## src/rtl/cond_branch_unit.sv

```systemverilog
module cond_branch_unit #(
  parameter int PC_W = 16,
  parameter int CC_W = 4,
  parameter logic [PC_W-1:0] RESET_PC = '0
) (
  input  logic            clk,
  input  logic            rst_n,
  input  logic            resolve,
  input  logic [1:0]      op_class,
  input  logic            long_form,
  input  logic [CC_W-1:0] mask,
  input  logic [CC_W-1:0] cc,
  input  logic [PC_W-1:0] target,
  output logic [PC_W-1:0] pc,
  output logic [PC_W-1:0] next_pc,
  output logic            taken,
  output logic            link_we,
  output logic [PC_W-1:0] link_data
);
  localparam logic [1:0] OP_TRUE  = 2'b00;
  localparam logic [1:0] OP_FALSE = 2'b01;
  localparam logic [1:0] OP_LINK  = 2'b10;
  localparam logic [PC_W-1:0] STEP_SHORT = PC_W'(2);
  localparam logic [PC_W-1:0] STEP_LONG  = PC_W'(4);

  logic            hit;
  logic [PC_W-1:0] pc_q;
  logic [PC_W-1:0] seq_pc;

  assign hit    = |(mask & cc);
  assign seq_pc = pc_q + (long_form ? STEP_LONG : STEP_SHORT);

  always_comb begin
    taken   = 1'b0;
    link_we = 1'b0;
    if (resolve) begin
      case (op_class)
        OP_TRUE:  taken = hit;
        OP_FALSE: taken = !hit;
        OP_LINK:  begin taken = 1'b1; link_we = 1'b1; end
        default:  taken = 1'b0;
      endcase
    end
  end

  assign link_data = seq_pc;
  assign next_pc   = !resolve || op_class == 2'b11 ? pc_q :
                     taken ? target : seq_pc;

  always_ff @(posedge clk) begin
    if (!rst_n) pc_q <= RESET_PC;
    else        pc_q <= next_pc;
  end

  assign pc = pc_q;
endmodule

```

## config.mk

```make
export PLATFORM = sky130hd
export DESIGN_NAME = cond_branch_unit
export DESIGN_NICKNAME = d
export VERILOG_FILES = /design/src/rtl/cond_branch_unit.sv
export SDC_FILE = /design/constraint.sdc
export NUM_CORES = 1
export LEC_CHECK = 0
export BUFFER_PORTS_ARGS = -buffer_cell sky130_fd_sc_hd__buf_4
export CORE_MARGIN = 1
export CORE_UTILIZATION = 37
export CTS_BUF_LIST = sky130_fd_sc_hd__clkbuf_16
export CTS_CLUSTER_DIAMETER = 120
export DETAILED_ROUTE_END_ITERATION = 16
export PLACE_DENSITY = 0.86
export SLEW_MARGIN = 5
export SYNTH_ARGS = -nofsm -noshare
export SYNTH_HDL_FRONTEND = slang
export SYNTH_SLANG_ARGS = --single-unit
```

## constraint.sdc

```tcl
create_clock -name clk -period 2.2 [get_ports clk]
set_input_delay 0.22 -clock clk [delete_from_list [all_inputs] [get_ports clk]]
set_output_delay 0.22 -clock clk [all_outputs]
set_load 0.01 [all_outputs]
```

* Yosys cells after proc, flatten, opt, wreduce, memory -nomap -nowiden
Index checks and enable logic that the tools add are counted.
** Word-level totals
- Bits in registers :: 16
- Bits of input ports :: 30
- Output and inout bits :: 50
- Word-level logic and storage cells :: 18
** Operators by class
- $add $sub $neg :: 1
- Equal/unequal tests :: 3
- Mux-type cells :: 7
- Bitwise operators :: 1
- Reductions and logical operators :: 5
** Operator list (number)
- 2-to-1 mux 16 bit :: 2
- adder 16 x 3 -> 16 bit :: 1
- bitwise AND 4 bit :: 1
- equality test 2 bit (second input constant) :: 2
- OR reduction 4 bit :: 1
- 2-to-1 mux 1 bit :: 3
- 2-to-1 mux 3 bit :: 1
- case mux 1 bit (3 select lines) :: 1
- equality test 2 x 1 -> 1 bit (second input constant) :: 1
- logical NOT 1 bit :: 2
- logical NOT 2 bit :: 1
- logical OR 1 bit :: 1

* Longest topological paths before layout
Gate-level depths: netlist of the first run.
- Depth in word-level cells :: 7
- Mapped depth :: 9

* Least setup slack after synthesis of the first run
OpenSTA, ideal clock, no wires.
- Kind :: register -> register
- Start point :: reg pc_q[1], in the netlist pc[1]
- End point :: reg pc_q[9], in the netlist pc[9]
- Library setup time :: 0.115 ns
- Arrival time :: 2.198 ns
- Path slack :: -0.113 ns
- Stages on the path, launching flop included :: 9
- Buffers on the path :: 0
- Path through :: dfxtp_1 > ha_1 > inv_1 > fa_1 > and4b_1 > nand4_1 > xnor2_1 > a221o_1 > and2_1
** Between the ends
- Longest elaborated chain between the ends :: 3
** Ends and longest elaborated chain
- start, declared :: RTL line 27 : logic [PC_W-1:0] pc_q;
- start signal, assigned :: RTL line 52 : else pc_q <= next_pc;
- adder 16 x 3 -> 16 bit :: RTL line 31 : assign seq_pc = pc_q + (long_form ? STEP_LONG : STEP_SHORT);
- named net link_data[9] :: RTL line 18 : output logic [PC_W-1:0] link_data
- 2-to-1 mux 16 bit :: RTL line 48 : taken ? target : seq_pc;
- 2-to-1 mux 16 bit :: RTL line 47 : assign next_pc = !resolve || op_class == 2'b11 ? pc_q :
- named net next_pc[9] :: RTL line 15 : output logic [PC_W-1:0] next_pc,
The timed path passes the listed nets, and every way through them passes these cells.
A chain may end at the register's enable or synchronous reset.

* Final worst setup path of the first run
- Start point :: reg pc_q[1], in the netlist pc[1]
- End point :: out next_pc[9]
** Between the ends
- Longest elaborated chain between the ends :: 3
** Ends and longest elaborated chain (RTL line)
- adder 16 x 3 -> 16 bit :: 31
- 2-to-1 mux 16 bit :: 48
- 2-to-1 mux 16 bit :: 47
- end, declared :: 15
No other way between the ends.

==> flow_summary.yaml, run 1 <==
sta:
  fin_ws_ns: -0.2846
  timing.fmax_mhz: 402.5
  tns_ns: -2.206
  period_share_pct: 112.9
  fin_crit_ns: 2.485
  finalMaxSlewViolations: 0
  skew_ns: 0.001039
  grt_setup_unrepaired: "yes"
  setup_violations: 15
  slew_headroom_pct: 70.46
  worst_slew_pin_slew_ns: 0.4431
  finalHoldViolations: 0
pwr:
  sw_frac_of_total_pct: 30.24
  p_leak_nw: 1.095
  seq_power_share_pct: 31.5
  clkPwrFrac_pct: 34.2
  p_sw_mw: 0.3232
  finalPower_mw: 1.069
  power.density_nw_per_um2: 485.7
  p_int_mw: 0.7457
  vdd_drop_max_v: 0.0002755
  comb_power_share_pct: 34.3
die:
  core_area_sq_um: 3053
  ioPinCount: 80
  die_h_microns: 58.74
  die_area_sq_um: 3450
  die_x_microns: 58.74
  start_util_pct: 39.02
  placementRows: 20
logic_synthesis:
  async_flop_share_pct: 0
  yosysTopAreaCell: "dfxtp_1"
  synthAdderAreaFrac_pct: 3.782
  syn-instance-count: 146
  ys_seq_area_share_pct: 26.89
  synth_seq_cells: 16
  yosysMostFrequentCell: "nand2_1"
  synth-simple-area-share_pct: 30.25
  synth_flop_cell: "dfxtp_1"
  synth_area_per_cell_sq_um: 8.159
  synth_mux_area_share_pct: 0.9454
  synth_top_area_share_pct: 26.89
  synthXorXnorAreaFrac_pct: 9.559
  ys_types: 40
  ys_warn_count: 0
  netlist_area_sq_um: 1191
  synth_compound_area_share_pct: 22.06
  synth_common_cells: "nand2_1 (19), dfxtp_1 (16), and2_1 (15)"
  synth_edf_count: 0
  synth_fp_nets: 179
  synth_top_family_by_area: "simple AND/OR/NAND/NOR gates"
  synth.area.top_cells: "dfxtp_1 (27%), and2_1 (7.9%), nand2_1 (6.0%)"
cells_and_area:
  fin_nets: 281
  regArea_sq_um: 325.3
  layout-drive-gt1-share_pct: 54.25
  multi_input_area_sq_um: 912.1
  fillers: 234
  area_delta_synth_final_pct: 84.77
  utilization_pct: 72.09
  largest_register_ffs: 16
  antenna_cells: 0
clock_network:
  clock_path_buffers: 2
  clk_latency_ns: 0.25
  clockRootBuffer: "clkbuf_16"
  cts_tree: "yes"
  hold_buffers: 0
  htreeDepth: 1
  clkSinkCount: 16
  clkSlewWorstSetupHoldPaths_ns: 0.05
  cts-buffers-inserted: 3
worst_setup_path:
  slowest_stage: "dfxtp_2"
  crit_chain: "ha_4 -> inv_2 -> fa_2 -> and4b_2 -> nand4_1 -> xnor2_2 -> a221o_1 -> buf_6"
  max_stage_delay_ns: 0.35
  crit_path_max_fanout: 4
  arrival_ns: 2.26
  crit_path_start_kind: "register"
  required_ns: 1.98
  cp-end-kind: "output port"
  path_class: "register to output port"
outcome:
  violations: "setup timing"
  status: "complete, but fails checks"
grt:
  overflow: 0
  first_global_vias: 1544
  antenna_found_initial: 0
  grt.total_usage_pct: 27.47
  grt_first_pass_wirelength_mm: 7.196
  grt_start_max_net_pins: 11
run:
  maxCapViolations: 0
drt:
  drc: 0
  via_count: 1635
  drtIter0Drc: 80
  wl_mm: 4.875
  first_pass_iters: 4
  viasPerCell: 5.619
  ant_nets: 0
  wl_per_cell_microns: 16.75
placement:
  gp_congestion: 0.9107
  port_buffers: 79
  place_ws_ns: -0.09190
  dp_hpwl_mm: 3.182
min_path:
  hold_class: "primary input to register"
-- layout make-up --
type                            count  area share, %
Clock buffer                        3          3.411
Clock inverter                      1         0.1706
Inverter                            9          1.535
Multi-Input combinational cell    115          41.44
Sequential cell                    16          14.78
Tap cell                           44          2.501
Timing Repair Buffer              103          36.16
-- per-stage QoR --
stage                     hold WS (ns)  instances  instance area [sq um]
after CTS                       0.2659        289                   2132
after global routing            0.2832        291                   2201
final                           0.2714        291                   2201
after floorplan                 0.3417        146                   1202
after global placement          0.5072        280                   1934
after detailed placement        0.5132        280                   1934
-- logic make-up (layout without fill, tap and decap cells) --
logic type / count (synthesis) / after routing
DFF: 16 / 16
AOI/OAI and AO/OA: 34 / 34
muxes: 1 / 1
and+or+nand+nor: 64 / 64
adders and majority gates: 3 / 3
buffers and inverters: 15 / 116
xor gates and xnor gates: 13 / 13
-- what timing repair did --
item / in CTS / in global routing
setup endpoints to repair: 15 / 21
setup buffers: 6 / 3
gates resized for setup: 19 / 12
pin swaps: 10 / 9
-- power groups by stage --
stage	combinational, mW	sequential [mW]	clock [mW]
global route	0.391	0.338	0.375
global placement	0.327	0.337	0
CTS	0.351	0.333	0.365
finish	0.367	0.336	0.366
detailed placement	0.333	0.338	0
floorplan	0.144	0.340	0
-- metal layers --
layer	global-route usage [%]	vias up	part of all wire, %
li1	-	737	-
met1	32.88	772	38
met2	48.70	112	51
met3	4.176	14	8.2
met4	11.22	0	2.3
met5	0	-	0
-- worst max-delay path, delay by kind of cell (launching register included) --
kind	cells	cell delay, ns
and+or+nand+nor	2	0.51
adders and majority gates	2	0.48
DFF	1	0.35
AOI/OAI and AO/OA	1	0.33
xor gates and xnor gates	1	0.19
buffers and inverters	2	0.16
-- final timing paths --
kind | from | end | slack [ns] | cells past startpoint
worst min-delay path | target[10] | pc[10] | 0.27 | 3
worst max register to register | pc[1] | pc[15] | -0.13 | 12
worst max-delay path | pc[1] | next_pc[9] | -0.28 | 8
worst min register to register | pc[13] | pc[13] | 0.53 | 2
-- placed cells by master (no fill, tap or decap), types with 4 or more instances in the layout --
cell type	n
nand2_1	17
a21oi_1	5
nand3_1	5
a31oi_1	4
buf_4	97
a221o_1	7
inv_1	8
and2_1	15
nor3_1	5
dfxtp_2	4
dfxtp_1	12
xnor2_1	4
buf_6	6
xor2_1	6
No activity file was read; power rests on OpenSTA's default activity.
==> inputs of run 2 (changes only) <==
--- a/config.mk
+++ b/config.mk
@@ -5,13 +5,14 @@
 export SDC_FILE = /design/constraint.sdc
 export NUM_CORES = 1
 export LEC_CHECK = 0
+export ABC_AREA = 1
 export BUFFER_PORTS_ARGS = -buffer_cell sky130_fd_sc_hd__buf_4
 export CORE_MARGIN = 1
-export CORE_UTILIZATION = 37
+export CORE_UTILIZATION = 41
 export CTS_BUF_LIST = sky130_fd_sc_hd__clkbuf_16
 export CTS_CLUSTER_DIAMETER = 120
 export DETAILED_ROUTE_END_ITERATION = 16
-export PLACE_DENSITY = 0.86
+export PLACE_DENSITY = 0.88
 export SLEW_MARGIN = 5
 export SYNTH_ARGS = -nofsm -noshare
 export SYNTH_HDL_FRONTEND = slang
==> run 2 against run 1 <==
Against the previous run: final area increased by 9.6%; final cell count increased by 31%; the flow still finishes with violations (setup timing); setup slack better by 0.21 ns; total power is 11% higher; critical path type unchanged.
==> flow_summary.yaml, run 2 <==
cells_and_area:
  fillers: 280
  layout_commonest_cell: "buf_4"
  layout-drive-gt1-share_pct: 46.71
  utilization_pct: 70.05
  area_delta_synth_final_pct: 59.65
  layout_common_cells: "buf_4 (86), nand2_1 (62), inv_1 (37)"
  regArea_sq_um: 324.1
  largest_register_ffs: 16
  multi_input_area_sq_um: 1032
  antenna_cells: 0
  fin_nets: 368
die:
  core_area_sq_um: 3442
  die_area_sq_um: 3930
  start_util_pct: 43.87
  placementRows: 21
  ioPinCount: 80
  die_h_microns: 62.69
  die_x_microns: 62.69
logic_synthesis:
  ys_seq_area_share_pct: 21.21
  yosysMostFrequentCell: "nand2_1"
  synthXorXnorAreaFrac_pct: 2.900
  synth.area.top_cells: "dfxtp_1 (21%), nand2_1 (17%), inv_1 (11%)"
  synth_edf_count: 0
  synth_flop_cell: "dfxtp_1"
  synth_fp_nets: 278
  netlist_area_sq_um: 1510
  synthAdderAreaFrac_pct: 2.983
  ys_warn_count: 0
  syn-instance-count: 245
  yosysTopAreaCell: "dfxtp_1"
  synth_seq_cells: 16
  ys_types: 28
  synth_common_cells: "nand2_1 (67), inv_1 (45), nor2_1 (27)"
  synth_area_per_cell_sq_um: 6.164
  synth_top_family_by_area: "simple AND/OR/NAND/NOR gates"
  synth_mux_area_share_pct: 0
  async_flop_share_pct: 0
  synth_compound_area_share_pct: 1.740
  synth_top_area_share_pct: 21.21
  synth-simple-area-share_pct: 54.85
placement:
  port_buffers: 79
  gp_congestion: 0.8772
  dp_hpwl_mm: 3.414
grt:
  antenna_found_initial: 0
  overflow: 0
  grt_first_pass_wirelength_mm: 7.921
  grt.total_usage_pct: 24.98
  first_global_vias: 1829
  grt_start_max_net_pins: 19
sta:
  finalMaxSlewViolations: 0
  period_share_pct: 103.3
  fin_crit_ns: 2.272
  worst_slew_pin_slew_ns: 0.4496
  grt_setup_unrepaired: "yes"
  holdWs_ns: 0.1942
  finalHoldViolations: 0
  slew_headroom_pct: 69.99
  skew_ns: 0.005401
  timing.fmax_mhz: 440.1
  fin_ws_ns: -0.07211
  setup_violations: 5
clock_network:
  cts_tree: "yes"
  clk_latency_ns: 0.25
  htreeDepth: 1
  cts-buffers-inserted: 3
  clockRootBuffer: "clkbuf_16"
  clkSlewWorstSetupHoldPaths_ns: 0.05
  clock_path_buffers: 2
  clkSinkCount: 16
  hold_buffers: 0
worst_setup_path:
  cp-end-kind: "output port"
  required_ns: 1.98
  cp.buffers_inverters: 5
  arrival_ns: 2.05
  max_stage_delay_ns: 0.34
  r2r_setup_slack_ns: 0.31
  slowest_stage: "dfxtp_2"
  crit_path_start_kind: "register"
  crit_path_max_fanout: 3
  path_class: "register to output port"
  crit_chain: "ha_4 -> inv_2 -> fa_2 -> inv_2 -> nand3_4 -> nor2_4 -> nand3_2 -> nand2_1 -> nand2_1 -> inv_1 -> nor2_1 -> nor2_1 -> inv_1 -> buf_6"
  critical-path-top-delay-family: "simple AND/OR/NAND/NOR gates"
drt:
  wl_per_cell_microns: 13.04
  drtIter0Drc: 106
  ant_nets: 0
  drc: 0
  first_pass_iters: 4
  wl_mm: 4.955
  via_count: 1905
  viasPerCell: 5.013
run:
  maxCapViolations: 0
min_path:
  hold_class: "primary input to register"
pwr:
  finalPower_mw: 1.187
  p_leak_nw: 1.314
  vdd_drop_max_v: 0.0003247
  power.density_nw_per_um2: 492.3
outcome:
  status: "complete, but fails checks"
  violations: "setup timing"
## run 2: path summary, 6_finish.rpt
path	start	endpoint	cells past startpoint
worst min-delay path	rst_n	pc[4]	3
worst min register to register	pc[0]	pc[0]	4
worst max register to register	pc[1]	pc[13]	13
worst max-delay path	pc[1]	next_pc[15]	14
## run 2: area by class of cell
cell class / instances / share of cell area [%]
tap: 46 / 2.387
timing repair buffer: 94 / 30.51
multi-input combinational: 172 / 42.81
sequential: 16 / 13.44
clock buffer: 3 / 3.114
inverter: 48 / 7.577
clock inverter: 1 / 0.1557
## run 2: report_power, final
| part | leakage, nW | switching (mW) | internal, mW |
|---|---|---|---|
| sequential | 0.132 | 0.0345 | 0.313 |
| clock | 0.0385 | 0.121 | 0.242 |
| combinational | 1.14 | 0.241 | 0.236 |
## run 2: timing repair
action,4_1_cts,5_1_grt
buffers inserted,7,1
gates resized for setup,20,20
setup endpoints to repair,8,12
pin swaps,8,10
## run 2: cell families after synthesis
kind of cell | Yosys count
AOI/OAI and AO/OA | 3
xor gates and xnor gates | 5
buffers and inverters | 57
and+or+nand+nor | 161
DFF | 16
adders and majority gates | 3
## run 2: stage by stage
step / setup TNS [ns] / worst slack (ns) / instance area (sq um) / std cells
final: -0.2344 / -0.07211 / 2411 / 380
after detailed placement: -0.05680 / -0.02288 / 2155 / 369
after global routing: -0.9238 / -0.2106 / 2411 / 380
after global placement: 0 / 0.04231 / 2155 / 369
after CTS: -0.4239 / -0.1063 / 2345 / 380
after floorplan: 0 / 0.03587 / 1510 / 245
## run 2: layer usage
layer	GRT usage (%)	vias up	part of all wire (%)
li1	-	927	-
met1	27.59	868	39
met2	46.88	96	52
met3	4.380	14	7.4
met4	9.302	0	2.4
met5	0	-	0
## run 2: worst min-delay path: stages
cell and delay [ns]:
buf_4 0.11, nand2_1 0.05, inv_1 0.04
